$ cat src/rtl/i2c_reg_pkg.sv
package i2c_reg_pkg;

    typedef enum logic [3:0] {
        ST_IDLE,
        ST_ADDR,
        ST_ADDR_ACK,
        ST_SUB,
        ST_SUB_ACK,
        ST_WR,
        ST_WR_ACK,
        ST_RD,
        ST_RD_MACK
    } bus_state_e;

    // Decoded bus activity for one system clock cycle
    typedef struct packed {
        logic scl;
        logic sda;
        logic scl_rise;
        logic scl_fall;
        logic start;
        logic stop;
    } bus_evt_t;

    typedef struct packed {
        logic       en;
        logic [7:0] idx;
        logic [7:0] data;
    } wr_req_t;

    // Pointer advance that holds at the top of the map
    function automatic logic [7:0] ptr_step(input logic [7:0] p, input logic [7:0] top);
        return (p >= top) ? p : p + 8'd1;
    endfunction

endpackage

$ cat src/rtl/i2c_line_sync.sv
module i2c_line_sync
    import i2c_reg_pkg::*;
#(
    parameter int STAGES = 2
) (
    input  logic     clk,
    input  logic     rst,
    input  logic     scl_i,
    input  logic     sda_i,
    output bus_evt_t evt
);
    localparam int NLINES = 2;

    logic [NLINES-1:0] raw;
    logic [NLINES-1:0] synced;
    logic [NLINES-1:0] prev;

    assign raw = {scl_i, sda_i};

    for (genvar g = 0; g < NLINES; g++) begin : g_line
        logic [STAGES-1:0] chain;
        always_ff @(posedge clk) begin
            if (rst) chain <= '1;
            else     chain <= {chain[STAGES-2:0], raw[g]};
        end
        assign synced[g] = chain[STAGES-1];
    end

    always_ff @(posedge clk) begin
        if (rst) prev <= '1;
        else     prev <= synced;
    end

    // index 1 is SCK, index 0 is SDATA
    always_comb begin
        evt.scl      = synced[1];
        evt.sda      = synced[0];
        evt.scl_rise = synced[1] & ~prev[1];
        evt.scl_fall = ~synced[1] & prev[1];
        evt.start    = synced[1] & prev[1] & prev[0] & ~synced[0];
        evt.stop     = synced[1] & prev[1] & ~prev[0] & synced[0];
    end

endmodule

$ cat src/rtl/i2c_reg_bank.sv
module i2c_reg_bank
    import i2c_reg_pkg::*;
#(
    parameter int NUM_REGS = 8,
    parameter int MAX_SUB  = 5,
    parameter int STAT_SUB = 5
) (
    input  logic                  clk,
    input  logic                  rst,
    input  wr_req_t               wr,
    input  logic [7:0]            rd_idx,
    input  logic [7:0]            status_i,
    output logic [7:0]            rd_data,
    output logic [NUM_REGS*8-1:0] cfg_o
);
    localparam int IDX_W = $clog2(NUM_REGS);

    logic [7:0] mem [NUM_REGS];

    always_ff @(posedge clk) begin
        if (rst) begin
            for (int i = 0; i < NUM_REGS; i++) mem[i] <= '0;
        end else if (wr.en) begin
            for (int i = 0; i < NUM_REGS; i++)
                if (wr.idx == 8'(i) && i != STAT_SUB) mem[i] <= wr.data;
        end
    end

    always_comb begin
        if (rd_idx == 8'(STAT_SUB))            rd_data = status_i;
        else if (rd_idx < 8'(NUM_REGS))        rd_data = mem[rd_idx[IDX_W-1:0]];
        else                                   rd_data = '0;
    end

    for (genvar g = 0; g < NUM_REGS; g++) begin : g_out
        assign cfg_o[g*8 +: 8] = mem[g];
    end

    // the protocol engine never requests a store outside the valid map
    p_wr_in_map_r3: assert property (@(posedge clk) disable iff (rst)
        wr.en |-> (wr.idx <= 8'(MAX_SUB)));

endmodule

$ cat src/rtl/i2c_reg_fsm.sv
module i2c_reg_fsm
    import i2c_reg_pkg::*;
#(
    parameter logic [6:0] DEV_ADDR = 7'h42,
    parameter int         MAX_SUB  = 5
) (
    input  logic       clk,
    input  logic       rst,
    input  bus_evt_t   evt,
    input  logic [7:0] rd_data,
    output logic [7:0] rd_idx,
    output wr_req_t    wr,
    output logic       sda_oe
);
    localparam logic [7:0] TOP = 8'(MAX_SUB);

    bus_state_e state;
    logic [3:0] cnt;
    logic [7:0] shreg;
    logic [7:0] obyte;
    logic [7:0] ptr;
    logic       rw;
    logic       nack;

    assign rd_idx = ptr;

    always_ff @(posedge clk) begin
        if (rst) begin
            state  <= ST_IDLE;
            cnt    <= '0;
            shreg  <= '0;
            obyte  <= '0;
            ptr    <= '0;
            rw     <= 1'b0;
            nack   <= 1'b1;
            sda_oe <= 1'b0;
            wr     <= '0;
        end else begin
            wr.en <= 1'b0;
            if (evt.stop) begin
                state  <= ST_IDLE;
                sda_oe <= 1'b0;
            end else if (evt.start) begin
                state  <= ST_ADDR;
                cnt    <= '0;
                sda_oe <= 1'b0;
            end else if (evt.scl_rise) begin
                case (state)
                    ST_ADDR, ST_SUB, ST_WR:
                        if (cnt < 4'd8) begin
                            shreg <= {shreg[6:0], evt.sda};
                            cnt   <= cnt + 4'd1;
                        end
                    ST_RD_MACK: nack <= evt.sda;
                    default: ;
                endcase
            end else if (evt.scl_fall) begin
                case (state)
                    ST_ADDR:
                        if (cnt == 4'd8) begin
                            if (shreg[7:1] == DEV_ADDR) begin
                                rw     <= shreg[0];
                                sda_oe <= 1'b1;
                                state  <= ST_ADDR_ACK;
                            end else begin
                                state <= ST_IDLE;
                            end
                        end
                    ST_ADDR_ACK:
                        if (rw) begin
                            obyte  <= rd_data;
                            sda_oe <= ~rd_data[7];
                            cnt    <= 4'd1;
                            state  <= ST_RD;
                        end else begin
                            sda_oe <= 1'b0;
                            cnt    <= '0;
                            state  <= ST_SUB;
                        end
                    ST_SUB:
                        if (cnt == 4'd8) begin
                            if (shreg <= TOP) begin
                                ptr    <= shreg;
                                sda_oe <= 1'b1;
                                state  <= ST_SUB_ACK;
                            end else begin
                                state <= ST_IDLE;
                            end
                        end
                    ST_SUB_ACK: begin
                        sda_oe <= 1'b0;
                        cnt    <= '0;
                        state  <= ST_WR;
                    end
                    ST_WR:
                        if (cnt == 4'd8) begin
                            wr     <= '{en: 1'b1, idx: ptr, data: shreg};
                            sda_oe <= 1'b1;
                            state  <= ST_WR_ACK;
                        end
                    ST_WR_ACK: begin
                        sda_oe <= 1'b0;
                        cnt    <= '0;
                        ptr    <= ptr_step(ptr, TOP);
                        state  <= ST_WR;
                    end
                    ST_RD:
                        if (cnt == 4'd8) begin
                            sda_oe <= 1'b0;
                            ptr    <= ptr_step(ptr, TOP);
                            state  <= ST_RD_MACK;
                        end else begin
                            sda_oe <= ~obyte[6];
                            obyte  <= {obyte[6:0], 1'b0};
                            cnt    <= cnt + 4'd1;
                        end
                    ST_RD_MACK:
                        if (nack) begin
                            state <= ST_IDLE;
                        end else begin
                            obyte  <= rd_data;
                            sda_oe <= ~rd_data[7];
                            cnt    <= 4'd1;
                            state  <= ST_RD;
                        end
                    default: ;
                endcase
            end
        end
    end

    // a stop always leaves the slave idle with the line released
    p_stop_idle_r10: assert property (@(posedge clk) disable iff (rst)
        evt.stop |=> (state == ST_IDLE && !sda_oe));

    // a start always opens a fresh address phase
    p_start_addr_r11: assert property (@(posedge clk) disable iff (rst)
        (evt.start && !evt.stop) |=> (state == ST_ADDR && cnt == 4'd0));

    // the slave begins pulling the line only while SCK is low
    p_oe_scl_low_r13: assert property (@(posedge clk) disable iff (rst)
        $rose(sda_oe) |-> !evt.scl);

    // the pointer never leaves the valid map
    p_ptr_top_r8: assert property (@(posedge clk) disable iff (rst)
        ptr <= TOP);

    // a no-acknowledge from the master ends the read with the line free
    p_nack_release_r9: assert property (@(posedge clk) disable iff (rst)
        (state == ST_RD_MACK && evt.scl_fall && nack && !evt.start && !evt.stop)
        |=> (state == ST_IDLE && !sda_oe));

endmodule

$ cat src/rtl/i2c_reg_slave.sv
module i2c_reg_slave
    import i2c_reg_pkg::*;
#(
    parameter logic [6:0] DEV_ADDR = 7'h42,
    parameter int         NUM_REGS = 8,
    parameter int         MAX_SUB  = 5,
    parameter int         STAT_SUB = 5
) (
    input  logic                  clk,
    input  logic                  rst,
    input  logic                  scl_i,
    input  logic                  sda_i,
    input  logic [7:0]            status_i,
    output logic                  sda_oe,
    output logic [NUM_REGS*8-1:0] cfg_o
);
    bus_evt_t   evt;
    wr_req_t    wr;
    logic [7:0] rd_idx;
    logic [7:0] rd_data;

    i2c_line_sync #(.STAGES(2)) u_sync (
        .clk   (clk),
        .rst   (rst),
        .scl_i (scl_i),
        .sda_i (sda_i),
        .evt   (evt)
    );

    i2c_reg_fsm #(.DEV_ADDR(DEV_ADDR), .MAX_SUB(MAX_SUB)) u_fsm (
        .clk     (clk),
        .rst     (rst),
        .evt     (evt),
        .rd_data (rd_data),
        .rd_idx  (rd_idx),
        .wr      (wr),
        .sda_oe  (sda_oe)
    );

    i2c_reg_bank #(.NUM_REGS(NUM_REGS), .MAX_SUB(MAX_SUB), .STAT_SUB(STAT_SUB)) u_bank (
        .clk      (clk),
        .rst      (rst),
        .wr       (wr),
        .rd_idx   (rd_idx),
        .status_i (status_i),
        .rd_data  (rd_data),
        .cfg_o    (cfg_o)
    );

endmodule

$ cat config.mk
export PLATFORM = sky130hd
export DESIGN_NAME = i2c_reg_slave
export DESIGN_NICKNAME = d
export VERILOG_FILES = /design/src/rtl/i2c_reg_pkg.sv /design/src/rtl/i2c_line_sync.sv /design/src/rtl/i2c_reg_bank.sv /design/src/rtl/i2c_reg_fsm.sv /design/src/rtl/i2c_reg_slave.sv
export SDC_FILE = /design/constraint.sdc
export NUM_CORES = 1
export LEC_CHECK = 0
export CORE_ASPECT_RATIO = 1.2
export CORE_MARGIN = 2
export CORE_UTILIZATION = 46
export CTS_BUF_LIST = sky130_fd_sc_hd__clkbuf_16
export DETAILED_ROUTE_END_ITERATION = 7
export GPL_TIMING_DRIVEN = 0
export PLACE_DENSITY_LB_ADDON = 0.2
export SLEW_MARGIN = 20
export SYNTH_ARGS = -nofsm -noshare
export SYNTH_HDL_FRONTEND = slang
export SYNTH_SLANG_ARGS = --single-unit
$ cat constraint.sdc
create_clock -name clk -period 3.93 [get_ports clk]
set_input_delay 0.393 -clock clk [delete_from_list [all_inputs] [get_ports clk]]
set_output_delay 0.393 -clock clk [all_outputs]
set_load 0.03 [all_outputs]
==> metrics list, run 1 <==
- The flow ran to the end, and the final reports show no timing, DRC or antenna violations.
- The number of clock buffers added by TritonCTS is 17.
- For this run the aggregate overflow at the end of global routing stands at 0.
* Number of hold violations in the final report: 0
* Clock tree from TritonCTS: yes
* Number of remaining DRC errors: 0
- The HPWL after detailed placement is 10.4 mm.
- STA classifies the critical path endpoint as a flop.
- Worst min-delay path startpoint: u_sync.g_line[1].chain[0]
- For this run, the total global-route usage over all layers was measured as 0.228.
* Number of vias after detailed routing: 4386
- Delay of the slowest cell on the worst path: 470 ps
- Sorting the synthesized cells by how often they occur yields 76 x nor2_1, 60 x dfxtp_1, 56 x edfxtp_1, 47 x nand2_1, 31 x a21oi_1.
- After the first detailed-routing iteration, the DRC count stood at 344.
- Area of the die: 12600 um2
- Buffers inserted by post-CTS timing repair: 0
- Counting instances, the worst hold path has a depth of 1.
- The core region is 11500 um2.
* Layout Area Growth over Synthesis: 28.5%
- Flop and latch count out of synthesis: 116
* Root Buffer Master: clkbuf_16
* Starting utilization of the core area: 0.468
- No sink is reached through more buffers than the 2 on the longest clock path.
* Final core utilization: 0.601
- Resized Gates After CTS: 0
* Via/cell ratio: 5.54
* Post-route ant nets: 0
* Synthesized area: 5390 um2
- With fillers left out, the area of the finished cells amounts to 6920 um2.
* Number of antenna cells inserted: 0
- Kind of critical path: flop to flop
- After floorplanning, the core was divided into 43 placement rows.
- Most repeated cell in the gate-level netlist after synthesis: nor2_1
* Maximum clock rate: 0.408 GHz
* Final-layout setup total negative slack: 0 ps
* Crit share post-route: 0.624
* Top-level port count: 77
* Largest net degree at the start of global routing: 17
- Dominant cell type by area after synthesis: edfxtp_1
- Dividing total power by cell area gives a power density of 445 nW/um2.
- Post-layout minimum cycle time: 2450 ps
- For this design, the CTS-stage hold fixing added 0 buffers.
- Clock-pin slew reported for the worst setup and hold paths after clock tree synthesis: 60 ps
- Yosys printed 0 warnings.
* Highest fanout seen on the critical path: 10
* Depth of the worst register-to-register path: 7
- Pins Over Slew Limit: 0
- For hold timing, the worst endpoint is u_sync.g_line[1].chain[1].
- CTS H-Tree Depth: 4
- The design draws 3.08 mW.
* Area share of the largest cell type after synthesis: 0.312
* Share of synthesized flip-flops with an asynchronous set or reset: 0
- Headroom to the max-slew limit came out at 0.404.
- In this run the static leakage power is 2.48 nW.
* Dominant register cell in the synthesized netlist: dfxtp_1
- Family of cells with the greatest summed delay on the critical path: compound AO/OA/AOI/OAI gates
- Clock tree skew after final layout: 7.69 ps
- For this run, the register share of the synthesized area comes to 0.535.
- Leading post-synthesis cells by cell area: edfxtp_1 31%, dfxtp_1 22%, nor2_1 5.3%
* R2r endpoint: u_fsm.obyte[6]
* Number of global-route vias before repair: 4203
* Gate count of the mapped netlist: 528
- Die X-Extent: 103 um
* Num Clock Sinks: 116
* Arrival time worst endpoint: 2720 ps
- Unrepaired setup endpoints after global routing: no
- The first global-routing pass estimated 21.5 mm of wire.
* Crit-path cells: buf_2 > buf_2 > mux2_2 > a221oi_1 > a221oi_1 > a222oi_1 > a211oi_1
* Sort of element at the start of the critical path: flop
- Setup violations remaining at the end of the flow were counted as 0.
* Final layout net count: 639
- Clock latency on the worst-skew pair, taken at its later pin, is 410 ps.
- After detailed placement, the total cell area comes to 6290 um2.
- Wires add up to 13.9 mm.
* Initial antenna violation count: 0
* Detailed Routing Iterations Pass 1: 5
- R2R setup slack: 1480 ps
* Crit path required time: 4200 ps
* Number of max-cap violations: 0
- In this run the worst hold path is classified as flop to flop.
- The die is 123 um tall.
* Number of different library cells in the post-synthesis netlist: 71
- Of the cells placed in the final design, the portion with a size suffix greater than 1 is 0.123.
- Post-synth EDFFs: 56
* Placer congestion estimate: 0.968
- IR drop worst, VDD: 0.228 mV
- Counting both buffers and inverters, the worst setup path holds a total of 2.
- Actual transition at the worst max-transition pin: 892 ps
- Post-Syn Area per Cell: 10.2 um2
- On the critical path, the stage with the largest delay is an instance of a221oi_1.
* Avg WL per Cell: 17.6 um
* Port bufs: 68
-- layer usage --
metal  up-vias  track usage  part of all wire
li1       2092            -                 -
met1      2073        0.271              0.40
met2       183        0.381              0.50
met3        38       0.0535             0.065
met4         0        0.123             0.040
met5         -            0                 0
-- state kept, by name, summed over array words and instances, names as in the netlist, named ones only --
register and cells:
u_fsm.obyte 7, u_fsm.sda_oe 1, u_sync.g_line.chain 4, u_fsm.cnt 4
u_fsm.rw 1, u_bank.mem 56, u_sync.prev 2, u_fsm.nack 1
u_fsm.state 4, u_fsm.rd_idx 8, u_fsm.shreg 8, u_fsm.wr 17
-- stage by stage --
step / std cells / hold slack (ps) / setup slack (ps)
after floorplan: 535 / 389 / 1940
after global placement: 760 / 402 / 1490
after detailed placement: 760 / 403 / 1480
after CTS: 792 / 417 / 1470
after global routing: 792 / 446 / 1420
final: 792 / 410 / 1480
-- layout by cell type, fill, tap and decap left out, types with 7 or more instances in the layout --
cell and n:
a221oi_1 13, nand3_1 12, clkdlybuf4s50_1 68, a21oi_1 31
buf_4 11, a211oi_1 14, edfxtp_1 56, conb_1 8
mux2i_1 23, nor2b_1 8, nor2_1 76, nand2b_1 18
clkbuf_16 21, dfxtp_1 60, o21ai_0 11, mux2_2 7
inv_1 20, nand2_1 47, clkbuf_1 18, or2_2 8
-- cell type report --
type / instances / area (um2)
buffer: 35 / 180
clock buffer: 21 / 526
clock inverter: 11 / 105
fill: 995 / 4590
inverter: 21 / 78.8
multi-input combinational: 363 / 2270
sequential: 116 / 2880
tap: 157 / 196
timing repair buffer: 68 / 681
-- worst max-delay path by stage --
stage | endpoint | slack [ps] | cells past startpoint
global route | flop | 1420 | 9
CTS | u_fsm.obyte[6] | 1470 | 7
detailed placement | u_fsm.obyte[6] | 1480 | 7
floorplan | u_fsm.cnt[2] | 1940 | 8
global placement | u_fsm.obyte[6] | 1490 | 7
finish | u_fsm.obyte[6] | 1480 | 7
-- power breakdown --
| group | switching, mW | internal (mW) |
|---|---|---|
| clock | 0.569 | 1.03 |
| sequential | 0.0152 | 1.29 |
| combinational | 0.112 | 0.0708 |
| total | 0.697 | 2.39 |
-- kinds of logic (layout without fill, tap and decap cells) --
group / after synthesis / count (layout) / share of synthesized area
and+or+nand+nor: 208 / 208 / 0.192
DFF: 116 / 116 / 0.535
AOI/OAI and AO/OA: 107 / 107 / 0.142
buffers and inverters: 56 / 156 / 0.0481
muxes: 32 / 32 / 0.0657
adders and majority gates: 6 / 6 / 0.0135
xor gates and xnor gates: 2 / 2 / 0.00325
other: 1 / 8 / 0.000696
No activity file was read; power rests on OpenSTA's default activity.
==> run 2, diff against run 1 <==
- clock period: 3.93 -> 2.5 ns (I/O delays scaled with it)
==> metrics list, run 2 (synthesis results as in run 1) <==
- The flow ran to the end, and the final reports show no timing, DRC or antenna violations.
* Number of remaining DRC errors: 0
- Number of global-route vias before repair: 4203
- Clock tree synthesis selected as its root buffer the cell clkbuf_16.
- Highest fanout seen on the critical path: 10
- The detailed router finished its first iteration with 313 violations.
- Traced cell by cell, the critical path runs through buf_2 > buf_2 > mux2_2 > a221oi_1 > a221oi_1 > a222oi_1 > a211oi_1.
- Top reg by flops: u_bank.mem
- For this design the top-level I/O count stands at 77.
* Commonest cells after routing, fill and taps aside: 76 x nor2_1, 68 x clkdlybuf4s50_1, 60 x dfxtp_1
* Arrival time worst endpoint: 2730 ps
- Detailed Routing Iterations Pass 1: 6
- The total overflow left after global routing is 0.
- Aggregate routed wire length: 14.0 mm
- Number of placement rows: 43
* Height of the die: 123 um
- The register with the most flip-flops in the layout has 56 of them.
- GRT Resource Usage Total: 0.228
- The number of hold-slack violations in the final timing report is 0.
- The total area inside the core boundary comes to 11500 um2.
- Leak Pwr: 2.48 nW
* Delay of the slowest cell on the worst path: 460 ps
* Worst path buffer plus inverter count: 2
- After detailed routing, the average wire length per cell comes to 17.7 um.
* Sort of element at the start of the critical path: flop
- Number of endpoints failing setup at the final stage: 0
- The routed layout has 4401 vias.
* Crit share post-route: 0.985
* Number of clock buffers inserted by TritonCTS: 17
- Clock tree from TritonCTS: yes
- IR drop worst, VDD: 0.358 mV
* Hold Buf Count CTS: 0
- Starting utilization of the core area: 0.468
* Number of max-cap violations: 0
- The clock drives 116 sinks.
- In this run the tool buffered the top-level ports with 68 buffer cells.
* First-pass GRT wire length: 21.5 mm
- The later pin in the worst-skew pair is clocked with a latency of 420 ps.
- The wire-length estimate of the detail-placed layout is 10.4 mm.
* Clock-pin slew reported for the worst setup and hold paths after clock tree synthesis: 60 ps
- In this run the deepest clock path goes through 2 buffers.
* Kind of critical path: flop to flop
- Family of cells with the greatest summed delay on the critical path: compound AO/OA/AOI/OAI gates
- The number of antenna diodes in the final layout is 0.
- Maximum clock rate: 0.406 GHz
- For this design, the slowest cell found on the critical path is a221oi_1.
* Power per cell area: 699 nW/um2
- STA classifies the critical path endpoint as a flop.
- Once the clock tree was built, the setup fixing pass inserted 0 buffers.
- Share of cells above drive strength 1: 0.123
- Summing all placed instances gives a cell area of 6290 um2.
- For the final routed database, the setup TNS stands at 0 ps.
- Die X-Extent: 103 um
- The congestion estimate from routability-driven global placement came to 0.968.
- Setup repair after global routing left no endpoint under its margin.
- The number of max-slew violations in the final report is 0.
* Post-route design area: 6930 um2
* Post-route ant nets: 0
- Resized Gates After CTS: 0
* Clock tree skew after final layout: 8.90 ps
* Min-delay worst type: input port to flop
- After detailed routing, the number of vias per cell comes to 5.56.
- The library cell used most frequently in the layout, excluding fill and tap cells, is nor2_1.
- Relative slew slack: 0.403
- Area of the die: 12600 um2
- At the worst endpoint, the required time is 2770 ps.
- Post-layout minimum cycle time: 2460 ps
* Initial antenna violation count: 0
* Largest net degree at the start of global routing: 17
- CTS H-Tree Depth: 4
* Largest registers: u_bank.mem x56, u_fsm.wr x17
* Final layout net count: 639
- At the pin with the least slew margin, the transition time is 894 ps.
- Layout Area Growth over Synthesis: 28.6%
run 2: changes by cell type in the layout (fill, tap and decap cells not counted):
cell      delta
a211oi_4     +1
a211oi_2     -1
run 2: layer usage:
layer  part of all wire  global-route usage  vias up
met5                  0                   0        -
met4              0.040               0.123        0
met3              0.069              0.0535       41
met2               0.50               0.381      203
met1               0.39               0.271     2069
li1                   -                   -     2088
run 2: final timing paths:
check                         endpoint  slack [ps]                       from  cells past startpoint
min          u_sync.g_line[0].chain[0]         400                      sda_i                      2
max reg2reg             u_fsm.obyte[6]          40                       flop                      7
max                     u_fsm.obyte[6]          40                       flop                      7
min reg2reg  u_sync.g_line[1].chain[1]         410  u_sync.g_line[1].chain[0]                      1
run 2: area by class of cell:
type	count	area (um2)
buffer	35	180
sequential	116	2880
clock inverter	11	105
inverter	21	78.8
clock buffer	21	526
tap	157	196
fill	995	4580
timing repair buffer	68	681
multi-input combinational	363	2280
run 2: report_power, final:
part           internal, mW  switching, mW  leakage, nW
combinational         0.111          0.177         1.11
sequential             2.03         0.0239         1.06
clock                  1.61          0.894        0.312
run 2: through the flow:
stage,util,worst slack [ps],power [mW],hold slack [ps],cells
3_5_place_dp,0.546,50.7,2.38,403,760
5_1_grt,0.602,13.4,4.97,425,792
2_1_floorplan,-,505,2.26,354,535
6_report,0.602,37.4,4.85,400,792
4_1_cts,0.601,35.2,4.86,401,792
3_3_place_gp,0.546,55.2,2.37,402,760
